### src/rtl/chain_cnt_pkg.sv
package chain_cnt_pkg;
   localparam int EVT_W = 10;
   localparam logic [EVT_W-1:0] CODE_SWINC = 10'h000;
   localparam logic [EVT_W-1:0] CODE_CHAIN = 10'h01E;

   // True when counter idx may feed a chain event into idx+1
   function automatic bit can_chain(input int idx, input int num_cnt);
      return (idx >= 0) && (idx % 2 == 0) && (idx + 1 < num_cnt);
   endfunction
endpackage

### src/rtl/evt_cnt_slice.sv
module evt_cnt_slice #(
   parameter int CW = 32
) (
   input  logic          clk,
   input  logic          rst_n,
   input  logic [1:0]    inc_i,
   input  logic          ld_i,
   input  logic [CW-1:0] ld_val_i,
   output logic [CW-1:0] cnt_o,
   output logic          wrap_o
);
   logic [CW-1:0] cnt_q;
   logic [CW:0]   sum;

   if (CW < 2) begin : g_bad_cw
      $error("evt_cnt_slice: CW must be at least 2");
   end

   assign sum    = {1'b0, cnt_q} + {{(CW-1){1'b0}}, inc_i};
   // a load replaces the value, so no wrap is reported that cycle
   assign wrap_o = sum[CW] & ~ld_i;
   assign cnt_o  = cnt_q;

   always_ff @(posedge clk or negedge rst_n) begin
      if (!rst_n)    cnt_q <= '0;
      else if (ld_i) cnt_q <= ld_val_i;
      else           cnt_q <= sum[CW-1:0];
   end
endmodule

### src/rtl/cyc_cnt_unit.sv
module cyc_cnt_unit #(
   parameter int CW      = 64,
   parameter int SHORT_W = 32
) (
   input  logic          clk,
   input  logic          rst_n,
   input  logic          run_i,
   input  logic          long_i,
   input  logic          ld_i,
   input  logic [CW-1:0] ld_val_i,
   output logic [CW-1:0] cnt_o,
   output logic          ovf_o
);
   logic [CW-1:0] cnt_q;
   logic          full_long, full_short;

   if (SHORT_W >= CW || SHORT_W < 1) begin : g_bad_w
      $error("cyc_cnt_unit: SHORT_W must lie in 1..CW-1");
   end

   assign full_long  = &cnt_q;
   assign full_short = &cnt_q[SHORT_W-1:0];
   assign ovf_o      = run_i & ~ld_i & (long_i ? full_long : full_short);
   assign cnt_o      = cnt_q;

   always_ff @(posedge clk or negedge rst_n) begin
      if (!rst_n)     cnt_q <= '0;
      else if (ld_i)  cnt_q <= ld_val_i;
      else if (run_i) cnt_q <= cnt_q + {{(CW-1){1'b0}}, 1'b1};
   end
endmodule

### src/rtl/chain_cnt_bank.sv
module chain_cnt_bank
   import chain_cnt_pkg::*;
#(
   parameter  int NUM_CNT = 5,
   parameter  int NUM_EVT = 8,
   parameter  int CNT_W   = 32,
   parameter  int CYC_W   = 64,
   localparam int IDX_W   = $clog2(NUM_CNT + 1)
) (
   input  logic                     clk,
   input  logic                     rst_n,
   input  logic [NUM_EVT-1:0]       evt_strobe_i,
   input  logic [NUM_CNT-1:0]       sw_inc_i,
   input  logic                     glb_en_i,
   input  logic                     long_cyc_i,
   input  logic [NUM_CNT:0]         cnt_en_i,
   input  logic [NUM_CNT*EVT_W-1:0] evt_sel_i,
   input  logic                     wr_en_i,
   input  logic [IDX_W-1:0]         wr_idx_i,
   input  logic [CYC_W-1:0]         wr_data_i,
   input  logic [IDX_W-1:0]         rd_idx_i,
   output logic [CYC_W-1:0]         rd_data_o,
   input  logic [NUM_CNT:0]         ovf_clr_i,
   input  logic [NUM_CNT:0]         irq_en_i,
   output logic [NUM_CNT:0]         ovf_o,
   output logic                     irq_o
);
   if (NUM_CNT < 2 || NUM_CNT > 30) begin : g_bad_cnt
      $error("chain_cnt_bank: NUM_CNT must lie in 2..30");
   end
   if (NUM_EVT < 1 || NUM_EVT + 1 > int'(CODE_CHAIN)) begin : g_bad_evt
      $error("chain_cnt_bank: event codes would collide with the chain code");
   end
   if (CNT_W >= CYC_W) begin : g_bad_w
      $error("chain_cnt_bank: CNT_W must be narrower than CYC_W");
   end

   logic [NUM_CNT*CNT_W-1:0] cnt_flat;
   logic [CYC_W-1:0]         cyc_q;
   logic [NUM_CNT:0]         ovf_set;
   logic [NUM_CNT:0]         ovf_q;
   logic                     wrap [NUM_CNT];

   for (genvar i = 0; i < NUM_CNT; i++) begin : g_cnt
      logic [EVT_W-1:0] sel;
      logic             en, hw_hit, base_hit, chain_src, chain_hit, ld;
      logic [1:0]       inc;

      assign sel = evt_sel_i[i*EVT_W +: EVT_W];
      assign en  = glb_en_i & cnt_en_i[i];

      always_comb begin
         hw_hit = 1'b0;
         for (int k = 0; k < NUM_EVT; k++) begin
            if (sel == EVT_W'(k + 1)) hw_hit = evt_strobe_i[k];
         end
      end

      if ((i % 2 == 1) && can_chain(i - 1, NUM_CNT)) begin : g_link
         assign chain_src = wrap[i-1];
      end else begin : g_nolink
         assign chain_src = 1'b0;
      end

      assign base_hit  = (sel == CODE_SWINC) ? sw_inc_i[i] : hw_hit;
      assign chain_hit = (sel == CODE_CHAIN) & chain_src;
      assign inc       = {1'b0, en & base_hit} + {1'b0, en & chain_hit};
      assign ld        = wr_en_i && (wr_idx_i == IDX_W'(i));

      evt_cnt_slice #(.CW(CNT_W)) u_slice (
         .clk      (clk),
         .rst_n    (rst_n),
         .inc_i    (inc),
         .ld_i     (ld),
         .ld_val_i (wr_data_i[CNT_W-1:0]),
         .cnt_o    (cnt_flat[i*CNT_W +: CNT_W]),
         .wrap_o   (wrap[i])
      );

      assign ovf_set[i] = wrap[i];
   end

   cyc_cnt_unit #(.CW(CYC_W), .SHORT_W(CNT_W)) u_cyc (
      .clk      (clk),
      .rst_n    (rst_n),
      .run_i    (glb_en_i & cnt_en_i[NUM_CNT]),
      .long_i   (long_cyc_i),
      .ld_i     (wr_en_i && (wr_idx_i == IDX_W'(NUM_CNT))),
      .ld_val_i (wr_data_i),
      .cnt_o    (cyc_q),
      .ovf_o    (ovf_set[NUM_CNT])
   );

   // sticky flags: a new overflow beats a clear in the same cycle
   always_ff @(posedge clk or negedge rst_n) begin
      if (!rst_n) ovf_q <= '0;
      else        ovf_q <= (ovf_q & ~ovf_clr_i) | ovf_set;
   end

   assign ovf_o = ovf_q;
   assign irq_o = |(ovf_q & irq_en_i);

   always_comb begin
      rd_data_o = '0;
      if (rd_idx_i == IDX_W'(NUM_CNT)) begin
         rd_data_o = cyc_q;
      end else begin
         for (int k = 0; k < NUM_CNT; k++) begin
            if (rd_idx_i == IDX_W'(k)) rd_data_o = CYC_W'(cnt_flat[k*CNT_W +: CNT_W]);
         end
      end
   end
endmodule

### config.mk
export PLATFORM = sky130hd
export DESIGN_NAME = chain_cnt_bank
export DESIGN_NICKNAME = d
export VERILOG_FILES = /design/src/rtl/chain_cnt_pkg.sv /design/src/rtl/evt_cnt_slice.sv /design/src/rtl/cyc_cnt_unit.sv /design/src/rtl/chain_cnt_bank.sv
export SDC_FILE = /design/constraint.sdc
export NUM_CORES = 1
export LEC_CHECK = 0
export ABC_AREA = 1
export CORE_MARGIN = 1.5
export CORE_UTILIZATION = 45
export CTS_CLUSTER_SIZE = 8
export DETAILED_ROUTE_END_ITERATION = 10
export DONT_BUFFER_PORTS = 1
export PLACE_DENSITY = 0.7
export SYNTH_ARGS = -nofsm -noshare
export SYNTH_HDL_FRONTEND = slang
export SYNTH_SLANG_ARGS = --single-unit
### constraint.sdc
create_clock -name clk -period 3.97 [get_ports clk]
set_clock_uncertainty 0.05 [all_clocks]
set_input_delay 0.794 -clock clk [delete_from_list [all_inputs] [get_ports clk]]
set_output_delay 0.794 -clock clk [all_outputs]
set_load 0.05 [all_outputs]
==> impl_metrics.py, run 1 <==
metrics = {
    "placed_design": {
        "dp_cells": 3195,
        "place_ws_ns": -0.582,
        "dpl.hpwl_um": 60400,
        "gp_congestion": 1.08,
        "post_dp_cell_area_um2": 18700,
        "portBuffers": 0,
    },
    "route": {
        "wirelength_um": 78200,
        "drtIter0Drc": 2114,
        "wl_met2_um": 32400,
        "highest_layer": "met4",
        "wl_met1_um": 32100,
        "post-route-drc-count": 0,
        "drt_first_pass_iters": 6,
        "viasPerCell": 5.81,
        "routed-via-count": 18800,
        "ant_nets": 0,
        "wl_met3_um": 8660,
        "avgRoutedWirePerCell_um": 24.1,
    },
    "yosys": {
        "yosys.area.top_type": "dfrtp_1",
        "syn_avg_cell_area_um2": 6.53,
        "synth-seq-area-share_pct": 33.5,
        "ys_types": 48,
        "synth_edf_count": 0,
        "synthMuxAreaShare_pct": 0,
        "ys.flop_type": "dfrtp_1",
        "netlist.area_leader.share_pct": 33.5,
        "synth_warnings": 0,
        "synth_top_family_by_area": "simple AND/OR/NAND/NOR gates",
        "syn-instance-count": 2629,
        "synthTopCellsByArea": "dfrtp_1 34%, nand2_1 19%, nor2_1 7.5%, inv_1 6.0%, xor2_1 5.9%",
        "synth-compound-area-share_pct": 12.4,
        "synth_xor_area_share_pct": 7.50,
        "synthAdderAreaFrac_pct": 0.889,
        "syn_nets": 2796,
        "synth_area_um2": 17200,
        "synth_seq_cells": 230,
        "yosys.area_share.simple_pct": 37.8,
        "async_flop_share_pct": 100,
    },
    "timing": {
        "layout_setup_ws_ns": 0.104,
        "max_freq_mhz": 259,
        "slew_viol_final": 0,
        "finalHoldViolCount": 152,
        "finalCritPeriodShare_pct": 97.4,
        "setup_viol": 0,
        "post-route-min-period_ns": 3.87,
        "holdWs_ns": -0.0954,
        "rsz0062_at_grt": "yes",
        "worstMarginPinSlew_ns": 1.24,
        "max_slew_margin_pct": 17.0,
    },
    "hold_path": {
        "hp-class": "input port to asynchronous set/reset pin",
    },
    "run_status": {
        "status": "complete, but fails checks",
        "violations": "hold timing",
    },
    "finish": {
        "multiInputGateArea_um2": 10400,
        "syn2layout_area_growth_pct": 16.5,
        "stdcell_count": 3244,
        "design_area_um2": 20000,
        "layout_common_cells": "854 x nand2_1, 328 x nor2_1, 272 x inv_1, 230 x dfrtp_1, 159 x o21ai_0",
        "fillers": 3805,
        "final_common_cell": "nand2_1",
        "fin_util_pct": 53.2,
        "fin_nets": 2893,
        "layout-drive-gt1-share_pct": 10.8,
        "seqCellArea_um2": 5760,
    },
    "global_route": {
        "grt_pass1_wl_um": 113000,
        "grt_max_degree": 231,
        "grt_antenna_before_repair": 0,
        "grt_use_total_pct": 39.8,
        "grt_overflow": 0,
        "grt_pass1_vias": 17700,
    },
    "floorplanning": {
        "chipWidth_um": 198,
        "coreArea_um2": 37600,
        "die_area_um2": 39300,
        "ios": 227,
        "num_rows": 71,
        "dieHeight_um": 198,
        "initial_core_util_pct": 45.7,
    },
    "critical_path": {
        "crit_arrival_ns": 3.02,
        "crit_type": "input port to output port",
        "path_cells": "nor2_1 > nand2_2 > buf_4 > o22ai_1 > a21oi_1 > o2111ai_1 > buf_4",
        "critPathMaxStageDelay_ns": 0.55,
        "crit_slowest_cell": "nor2_1",
        "path_buf_inv": 2,
        "endpoint_kind": "output port",
        "cp.required_ns": 3.13,
        "reg2regPathDepth": 21,
        "startpoint_type": "input port",
        "crit_top_cell": "buf_4",
        "crit_fanout": 13,
        "cp.depth": 7,
        "cp_top_family": "simple AND/OR/NAND/NOR gates",
    },
    "pwr": {
        "power.leakage_nw": 8.65,
        "power.density_nw_per_um2": 428,
        "ir_worst_vdd_v": 0.000330,
    },
    "run": {
        "drv_cap": 0,
    },
    "cts": {
        "numCtsBuffers": 35,
        "cts-htree-levels": 2,
        "cts_tree": "built",
        "clockBufferDepth": 3,
        "clkSinkCount": 230,
        "cts_root_buf": "clkbuf_16",
        "path_clk_slew_ns": 0.05,
        "clkLatencyLatePin_ns": 0.56,
    },
}
[synthesized netlist by cell type, types with 12 or more instances]
| master | number |
|---|---|
| dfrtp_1 | 230 |
| clkbuf_1 | 43 |
| o211ai_1 | 46 |
| o2111ai_1 | 19 |
| buf_2 | 25 |
| inv_1 | 275 |
| o21ai_0 | 165 |
| nand4_1 | 34 |
| xor2_1 | 116 |
| a21oi_1 | 44 |
| nor2_4 | 14 |
| nand2_1 | 863 |
| nor2_1 | 342 |
| o22ai_1 | 25 |
| o21ai_1 | 15 |
| nand3_1 | 123 |
| nor2_2 | 18 |
| nand2_2 | 23 |
| a221oi_1 | 12 |
| xnor2_1 | 31 |
| nor3_1 | 81 |
| a31oi_1 | 15 |
[worst register-to-register path, cell delays in order, from the launching register on]
cell and delay (ns):
dfrtp_1 0.50, ha_4 0.21, ha_4 0.15, nand2_4 0.06
nor2_4 0.11, nand4_1 0.09, nor2_1 0.13, nand4_1 0.10
nor2_2 0.17, nand3_2 0.09, fa_2 0.41, inv_2 0.10
ha_4 0.14, nand2_4 0.05, nor2_4 0.11, buf_6 0.14
nand2_8 0.07, nor2_4 0.16, nand4_1 0.12, a21oi_1 0.18
o21ai_1 0.08, nand2_1 0.05
[metrics by stage]
| step | setup TNS [ns] | hold WS, ns | power [W] |
|---|---|---|---|
| after floorplan | -0.0439 | 0.433 | 0.00474 |
| after global placement | -17.13 | 0.452 | 0.00566 |
| after detailed placement | -21.28 | 0.462 | 0.00569 |
| after CTS | 0 | -0.100 | 0.00847 |
| after global routing | -0.923 | -0.101 | 0.00890 |
| final | 0 | -0.0954 | 0.00857 |
[state kept, by name (all words and copies together), names as in the netlist]
name	cells
g_cnt.u_slice.cnt_o	160
u_cyc.cnt_o	64
ovf_o	6
[cell type report]
cell class	count	share of cell area, %
Antenna cell	1	0.0125
Clock buffer	40	4.63
Clock inverter	3	0.163
Inverter	281	5.29
Multi-Input combinational cell	2047	52.0
Sequential cell	230	28.8
Tap cell	511	3.20
Timing Repair Buffer	131	5.91
[layer usage]
metal	GRT usage, %	up-vias
met5	0	-
met4	23.6	0
met3	10.8	219
met2	57.8	1070
met1	52.9	8872
li1	-	8673
[worst paths after layout]
kind,from,to,slack (ns)
setup / recovery,rd_idx_i[1],rd_data_o[5],0.10
hold / removal,rst_n,g_cnt[3].u_slice.cnt_o[14],-0.1
setup reg to reg,g_cnt[2].u_slice.cnt_o[0],g_cnt[3].u_slice.cnt_o[22],0.65
hold reg to reg,u_cyc.cnt_o[63],u_cyc.cnt_o[63],0.48
max in group asynchronous,rst_n,g_cnt[4].u_slice.cnt_o[1],3.47
min in group clk,ovf_clr_i[5],ovf_o[5],0.28
[where the power goes]
| part | internal, W | total (W) | switching, W |
|---|---|---|---|
| sequential | 0.00281 | 0.00358 | 0.000766 |
| clock | 0.00163 | 0.00278 | 0.00115 |
| combinational | 0.000748 | 0.00221 | 0.00146 |
| total | 0.00519 | 0.00857 | 0.00338 |
[kinds of logic after synthesis]
group                    after synthesis
AND/OR/NAND/NOR                     1532
flip-flops                           230
buffers and inverters                352
AO/OA/AOI/OAI                        357
adder cells (fa/ha/maj)               11
XOR/XNOR                             147
[what timing repair did]
action,in CTS,in global routing
setup buffers,0,5
endpoints found under the setup margin,3,62
gates resized for setup,2,68
pin swaps,0,31
endpoints found under the hold margin,230,230
Power figures use the tool's default switching activity.
==> inputs of run 2 (changes only) <==
--- a/config.mk
+++ b/config.mk
@@ -6,12 +6,14 @@
 export NUM_CORES = 1
 export LEC_CHECK = 0
 export ABC_AREA = 1
+export CELL_PAD_IN_SITES_DETAIL_PLACEMENT = 1
+export CELL_PAD_IN_SITES_GLOBAL_PLACEMENT = 1
 export CORE_MARGIN = 1.5
 export CORE_UTILIZATION = 45
 export CTS_CLUSTER_SIZE = 8
 export DETAILED_ROUTE_END_ITERATION = 10
 export DONT_BUFFER_PORTS = 1
-export PLACE_DENSITY = 0.7
+export PLACE_DENSITY = 0.9
 export SYNTH_ARGS = -nofsm -noshare
 export SYNTH_HDL_FRONTEND = slang
 export SYNTH_SLANG_ARGS = --single-unit
==> constraint.sdc (replaced) <==
create_clock -name clk -period 4.7 [get_ports clk]
set_clock_uncertainty 0.05 [all_clocks]
set_input_delay 0.94 -clock clk [delete_from_list [all_inputs] [get_ports clk]]
set_output_delay 0.94 -clock clk [all_outputs]
set_load 0.05 [all_outputs]
==> impl_metrics.py, run 2 (synthesized netlist as in run 1, its figures left out) <==
metrics = {
    "finish": {
        "fin_util_pct": 51.4,
        "largest_register_ffs": 160,
        "syn2layout_area_growth_pct": 12.6,
        "layout_common_cells": "863 x nand2_1, 341 x nor2_1, 275 x inv_1, 230 x dfrtp_1, 164 x o21ai_0",
        "fin_nets": 2872,
        "layout-drive-gt1-share_pct": 8.38,
        "stdcell_count": 3227,
        "final_common_cell": "nand2_1",
    },
    "critical_path": {
        "startpoint_type": "input port",
        "rrSetupSlack_ns": 1.06,
        "crit_arrival_ns": 4.70,
        "path_buf_inv": 1,
        "reg2regPathDepth": 19,
        "cp.required_ns": 5.10,
        "path_cells": "nor4_1 > nand4_1 > a211oi_1 > ha_1 > ha_1 > nand2_1 > nor2_1 > nand4_1 > nor2_1 > nand4_1 > nor2_1 > nand3_1 > fa_1 > inv_1 > ha_1 > nand2_1 > nor2_1 > nand2_1 > nor2_2 > nand4_1 > o21ai_0 > nand2_1",
        "crit_type": "input port to register",
        "critPathMaxStageDelay_ns": 0.42,
        "crit_slowest_cell": "fa_1",
        "cp_top_family": "simple AND/OR/NAND/NOR gates",
        "r2r-end": "g_cnt[3].u_slice.cnt_o[22]",
        "crit_fanout": 5,
        "r2r-start": "g_cnt[2].u_slice.cnt_o[0]",
        "endpoint_kind": "register",
    },
    "route": {
        "post-route-drc-count": 0,
        "wl_met2_um": 36800,
        "drt_first_pass_iters": 5,
        "ant_nets": 0,
        "avgRoutedWirePerCell_um": 26.6,
        "routed-via-count": 19400,
        "wl_met3_um": 9390,
        "wl_met1_um": 35400,
        "viasPerCell": 6.02,
        "drtIter0Drc": 2162,
        "wirelength_um": 85800,
        "highest_layer": "met4",
    },
    "global_route": {
        "grt_use_total_pct": 43.8,
        "grt_overflow": 0,
        "grt_antenna_before_repair": 2,
        "grt_pass1_vias": 19200,
        "grt_pass1_wl_um": 125000,
        "grt_max_degree": 231,
    },
    "placed_design": {
        "dp_cells": 3179,
        "gp_congestion": 1.03,
        "portBuffers": 0,
        "dpl.hpwl_um": 67200,
    },
    "run_status": {
        "status": "finished, final reports clean",
    },
    "timing": {
        "finalSetupTns_ns": 0,
        "slew_viol_final": 0,
        "post-route-min-period_ns": 4.30,
        "rsz0062_at_grt": "no",
        "max_slew_margin_pct": 16.7,
        "worstMarginPinSlew_ns": 1.25,
        "setup_viol": 0,
        "finalHoldViolCount": 0,
        "finalCritPeriodShare_pct": 91.4,
        "max_freq_mhz": 233,
        "holdWs_ns": 0.0214,
    },
    "cts": {
        "cts_tree": "built",
        "clockBufferDepth": 3,
        "cts_resized": 0,
        "cts-htree-levels": 2,
        "path_clk_slew_ns": 0.06,
        "cts_root_buf": "clkbuf_16",
        "holdBufCountCts": 0,
        "clkLatencyLatePin_ns": 0.57,
        "post-cts-setup-buffer-count": 0,
        "clkSinkCount": 230,
        "numCtsBuffers": 35,
    },
    "floorplanning": {
        "coreArea_um2": 37600,
        "dieHeight_um": 198,
        "chipWidth_um": 198,
        "ios": 227,
        "num_rows": 71,
        "die_area_um2": 39300,
        "initial_core_util_pct": 45.7,
    },
    "pwr": {
        "ir_worst_vdd_v": 0.000293,
        "power.density_nw_per_um2": 377,
        "power.leakage_nw": 8.38,
    },
    "hold_path": {
        "hp-class": "input port to asynchronous set/reset pin",
    },
    "run": {
        "drv_cap": 0,
    },
}
[run 2: worst max-delay path by stage]
stage | from | endpoint | cells past startpoint
after floorplan | evt_sel_i[5] | g_cnt[1].u_slice.cnt_o[24] | 24
after global placement | evt_sel_i[5] | g_cnt[1].u_slice.cnt_o[24] | 25
after detailed placement | evt_sel_i[25] | g_cnt[3].u_slice.cnt_o[30] | 24
after CTS | evt_sel_i[25] | g_cnt[3].u_slice.cnt_o[30] | 24
after global routing | evt_strobe_i[5] | g_cnt[3].u_slice.cnt_o[22] | 24
final | evt_sel_i[25] | g_cnt[3].u_slice.cnt_o[22] | 22
[run 2: area by class of cell]
type	instances	area (um2)
repair buffers	110	838
inverters	281	1050
well taps	511	639
clock buffers	39	922
multi-input cells	2047	10100
fillers	5042	18300
clock inverters	3	33.8
diodes	6	15.0
flip-flops and latches	230	5760
[run 2: per-layer routing]
metal  up-vias  track usage [%]
met2      1009             65.3
li1       8620                -
met5         -                0
met1      9575             58.6
met4         0             20.9
met3       227             12.0
[run 2: power breakdown]
group	total (W)	internal, W	switching [W]	leakage, nW
clock network	0.00238	0.00138	0.00101	0.469
registers	0.00306	0.00237	0.000687	2.87
logic	0.00183	0.000564	0.00127	5.05
total	0.00728	0.00431	0.00296	8.38
[run 2: per-stage QoR]
stage | cell area [um2] | total power, W | setup WS [ns]
floorplan | 17200 | 0.00400 | 0.474
global placement | 18400 | 0.00473 | 0.0292
detailed placement | 18400 | 0.00482 | -0.0711
CTS | 19300 | 0.00720 | 0.480
global route | 19300 | 0.00752 | 0.0177
finish | 19300 | 0.00728 | 0.403
==> inputs of run 3 (changes only) <==
--- a/config.mk
+++ b/config.mk
@@ -13,6 +13,7 @@
 export CTS_CLUSTER_SIZE = 8
 export DETAILED_ROUTE_END_ITERATION = 10
 export DONT_BUFFER_PORTS = 1
+export MAX_ROUTING_LAYER = met4
 export PLACE_DENSITY = 0.9
 export SYNTH_ARGS = -nofsm -noshare
 export SYNTH_HDL_FRONTEND = slang
==> constraint.sdc (replaced) <==
create_clock -name clk -period 4 [get_ports clk]
set_clock_uncertainty 0.05 [all_clocks]
set_input_delay 0.8 -clock clk [delete_from_list [all_inputs] [get_ports clk]]
set_output_delay 0.8 -clock clk [all_outputs]
set_load 0.05 [all_outputs]
==> impl_metrics.py, run 3 (synthesized netlist as in run 1, its figures left out) <==
metrics = {
    "finish": {
        "design_area_um2": 20000,
        "layout-drive-gt1-share_pct": 11.0,
        "stdcell_count": 3257,
        "syn2layout_area_growth_pct": 16.6,
        "multiInputGateArea_um2": 10300,
        "layout_common_cells": "854 x nand2_1, 328 x nor2_1, 270 x inv_1, 230 x dfrtp_1, 158 x o21ai_0",
        "final_common_cell": "nand2_1",
        "fin_nets": 2899,
        "largest_register_ffs": 160,
        "seqCellArea_um2": 5760,
        "fillers": 4974,
    },
    "global_route": {
        "grt_antenna_before_repair": 5,
        "grt_use_total_pct": 46.0,
        "grt_overflow": 0,
        "grt_max_degree": 231,
        "grt_pass1_wl_um": 127000,
        "grt_pass1_vias": 19700,
    },
    "critical_path": {
        "crit_arrival_ns": 4.20,
        "crit_type": "input port to register",
        "crit_fanout": 3,
        "endpoint_kind": "register",
        "startpoint_type": "input port",
        "cp.required_ns": 4.39,
    },
    "timing": {
        "slew_viol_final": 0,
        "holdWs_ns": -0.123,
        "setup_viol": 0,
        "post-route-min-period_ns": 3.81,
        "finalCritPeriodShare_pct": 95.2,
        "finalHoldViolCount": 230,
        "max_slew_margin_pct": 12.3,
        "max_freq_mhz": 263,
        "worstMarginPinSlew_ns": 1.31,
    },
    "pwr": {
        "total_power_w": 0.00874,
        "ir_worst_vdd_v": 0.000344,
        "power.leakage_nw": 8.62,
        "power.density_nw_per_um2": 437,
    },
    "floorplanning": {
        "chipWidth_um": 198,
        "die_area_um2": 39300,
        "ios": 227,
        "initial_core_util_pct": 45.7,
        "coreArea_um2": 37600,
        "num_rows": 71,
        "dieHeight_um": 198,
    },
    "run_status": {
        "status": "complete, but fails checks",
        "violations": "hold timing",
    },
    "placed_design": {
        "post_dp_cell_area_um2": 18800,
        "gp_congestion": 1.05,
        "dpl.hpwl_um": 68200,
        "dp_cells": 3202,
        "portBuffers": 0,
    },
    "run": {
        "drv_cap": 0,
    },
    "cts": {
        "clkSinkCount": 230,
        "clkLatencyLatePin_ns": 0.57,
        "cts_root_buf": "clkbuf_16",
        "numCtsBuffers": 35,
        "clockBufferDepth": 3,
        "cts_tree": "built",
        "cts-htree-levels": 2,
        "path_clk_slew_ns": 0.06,
    },
    "route": {
        "ant_nets": 0,
        "post-route-drc-count": 0,
        "drtIter0Drc": 2186,
        "drt_first_pass_iters": 5,
        "wirelength_um": 88000,
        "viasPerCell": 6.01,
        "routed-via-count": 19600,
        "avgRoutedWirePerCell_um": 27.0,
    },
    "hold_path": {
        "hp-class": "input port to asynchronous set/reset pin",
    },
}
## run 3: final cells by class
| cell class | instances | share of cell area [%] |
|---|---|---|
| Antenna cell | 6 | 0.0750 |
| Inverter | 281 | 5.27 |
| Multi-Input combinational cell | 2047 | 51.6 |
| Sequential cell | 230 | 28.8 |
| Clock buffer | 42 | 4.66 |
| Clock inverter | 3 | 0.150 |
| Tap cell | 511 | 3.20 |
| Timing Repair Buffer | 137 | 6.33 |
## run 3: path summary, 6_finish.rpt
path,from,end,slack [ns],cells past startpoint
setup / recovery,evt_sel_i[25],g_cnt[3].u_slice.cnt_o[29],0.19,23
hold / removal,rst_n,g_cnt[0].u_slice.cnt_o[31],-0.12,0
setup reg to reg,g_cnt[2].u_slice.cnt_o[29],g_cnt[3].u_slice.cnt_o[29],0.70,14
hold reg to reg,u_cyc.cnt_o[63],u_cyc.cnt_o[63],0.50,2
max in group asynchronous,rst_n,g_cnt[2].u_slice.cnt_o[26],3.64,0
min in group clk,ovf_clr_i[4],ovf_o[4],0.28,1
## run 3: report_power, final
group          switching (W)  total (W)  internal [W]
combinational        0.00155    0.00231      0.000765
clock                0.00121    0.00284       0.00163
sequential          0.000807    0.00359       0.00279
total                0.00356    0.00874       0.00518
## run 3: metal layers
metal | global-route usage, % | part of all wire, %
met5 | - | 0
met1 | 59.9 | 41
met4 | 18.8 | 4.4
met3 | 15.3 | 12
met2 | 65.0 | 42
## run 3: worst max-delay path, cell delays in order
cell and delay (ns):
nor4_2 0.24, nand4_1 0.13, a211oi_2 0.22, ha_2 0.26
ha_4 0.15, nand2_2 0.07, nor2_2 0.12, nand4_1 0.09
nor2_1 0.13, nand4_1 0.11, nor2_2 0.18, nand3_2 0.10
fa_2 0.43, inv_2 0.10, buf_4 0.12, nand3_1 0.11
nor3_1 0.28, buf_4 0.20, nand2_1 0.07, nand2_1 0.07
nand2_1 0.05, nand2_1 0.07, nand2_1 0.08
## run 3: stage by stage
step	util [%]	setup WS, ns	TNS, ns
floorplan	-	-0.0128	-0.0300
global placement	50.0	-0.460	-15.65
detailed placement	50.0	-0.579	-21.69
CTS	52.5	0.00116	0
global route	53.2	-0.0259	-0.0742
finish	53.2	0.193	0
## run 3: what timing repair did
item / CTS / global route
buffers inserted: 0 / 4
hold endpoints to repair: 230 / 230
pin swaps: 0 / 26
setup endpoints to repair: 5 / 52
resized for setup: 2 / 62
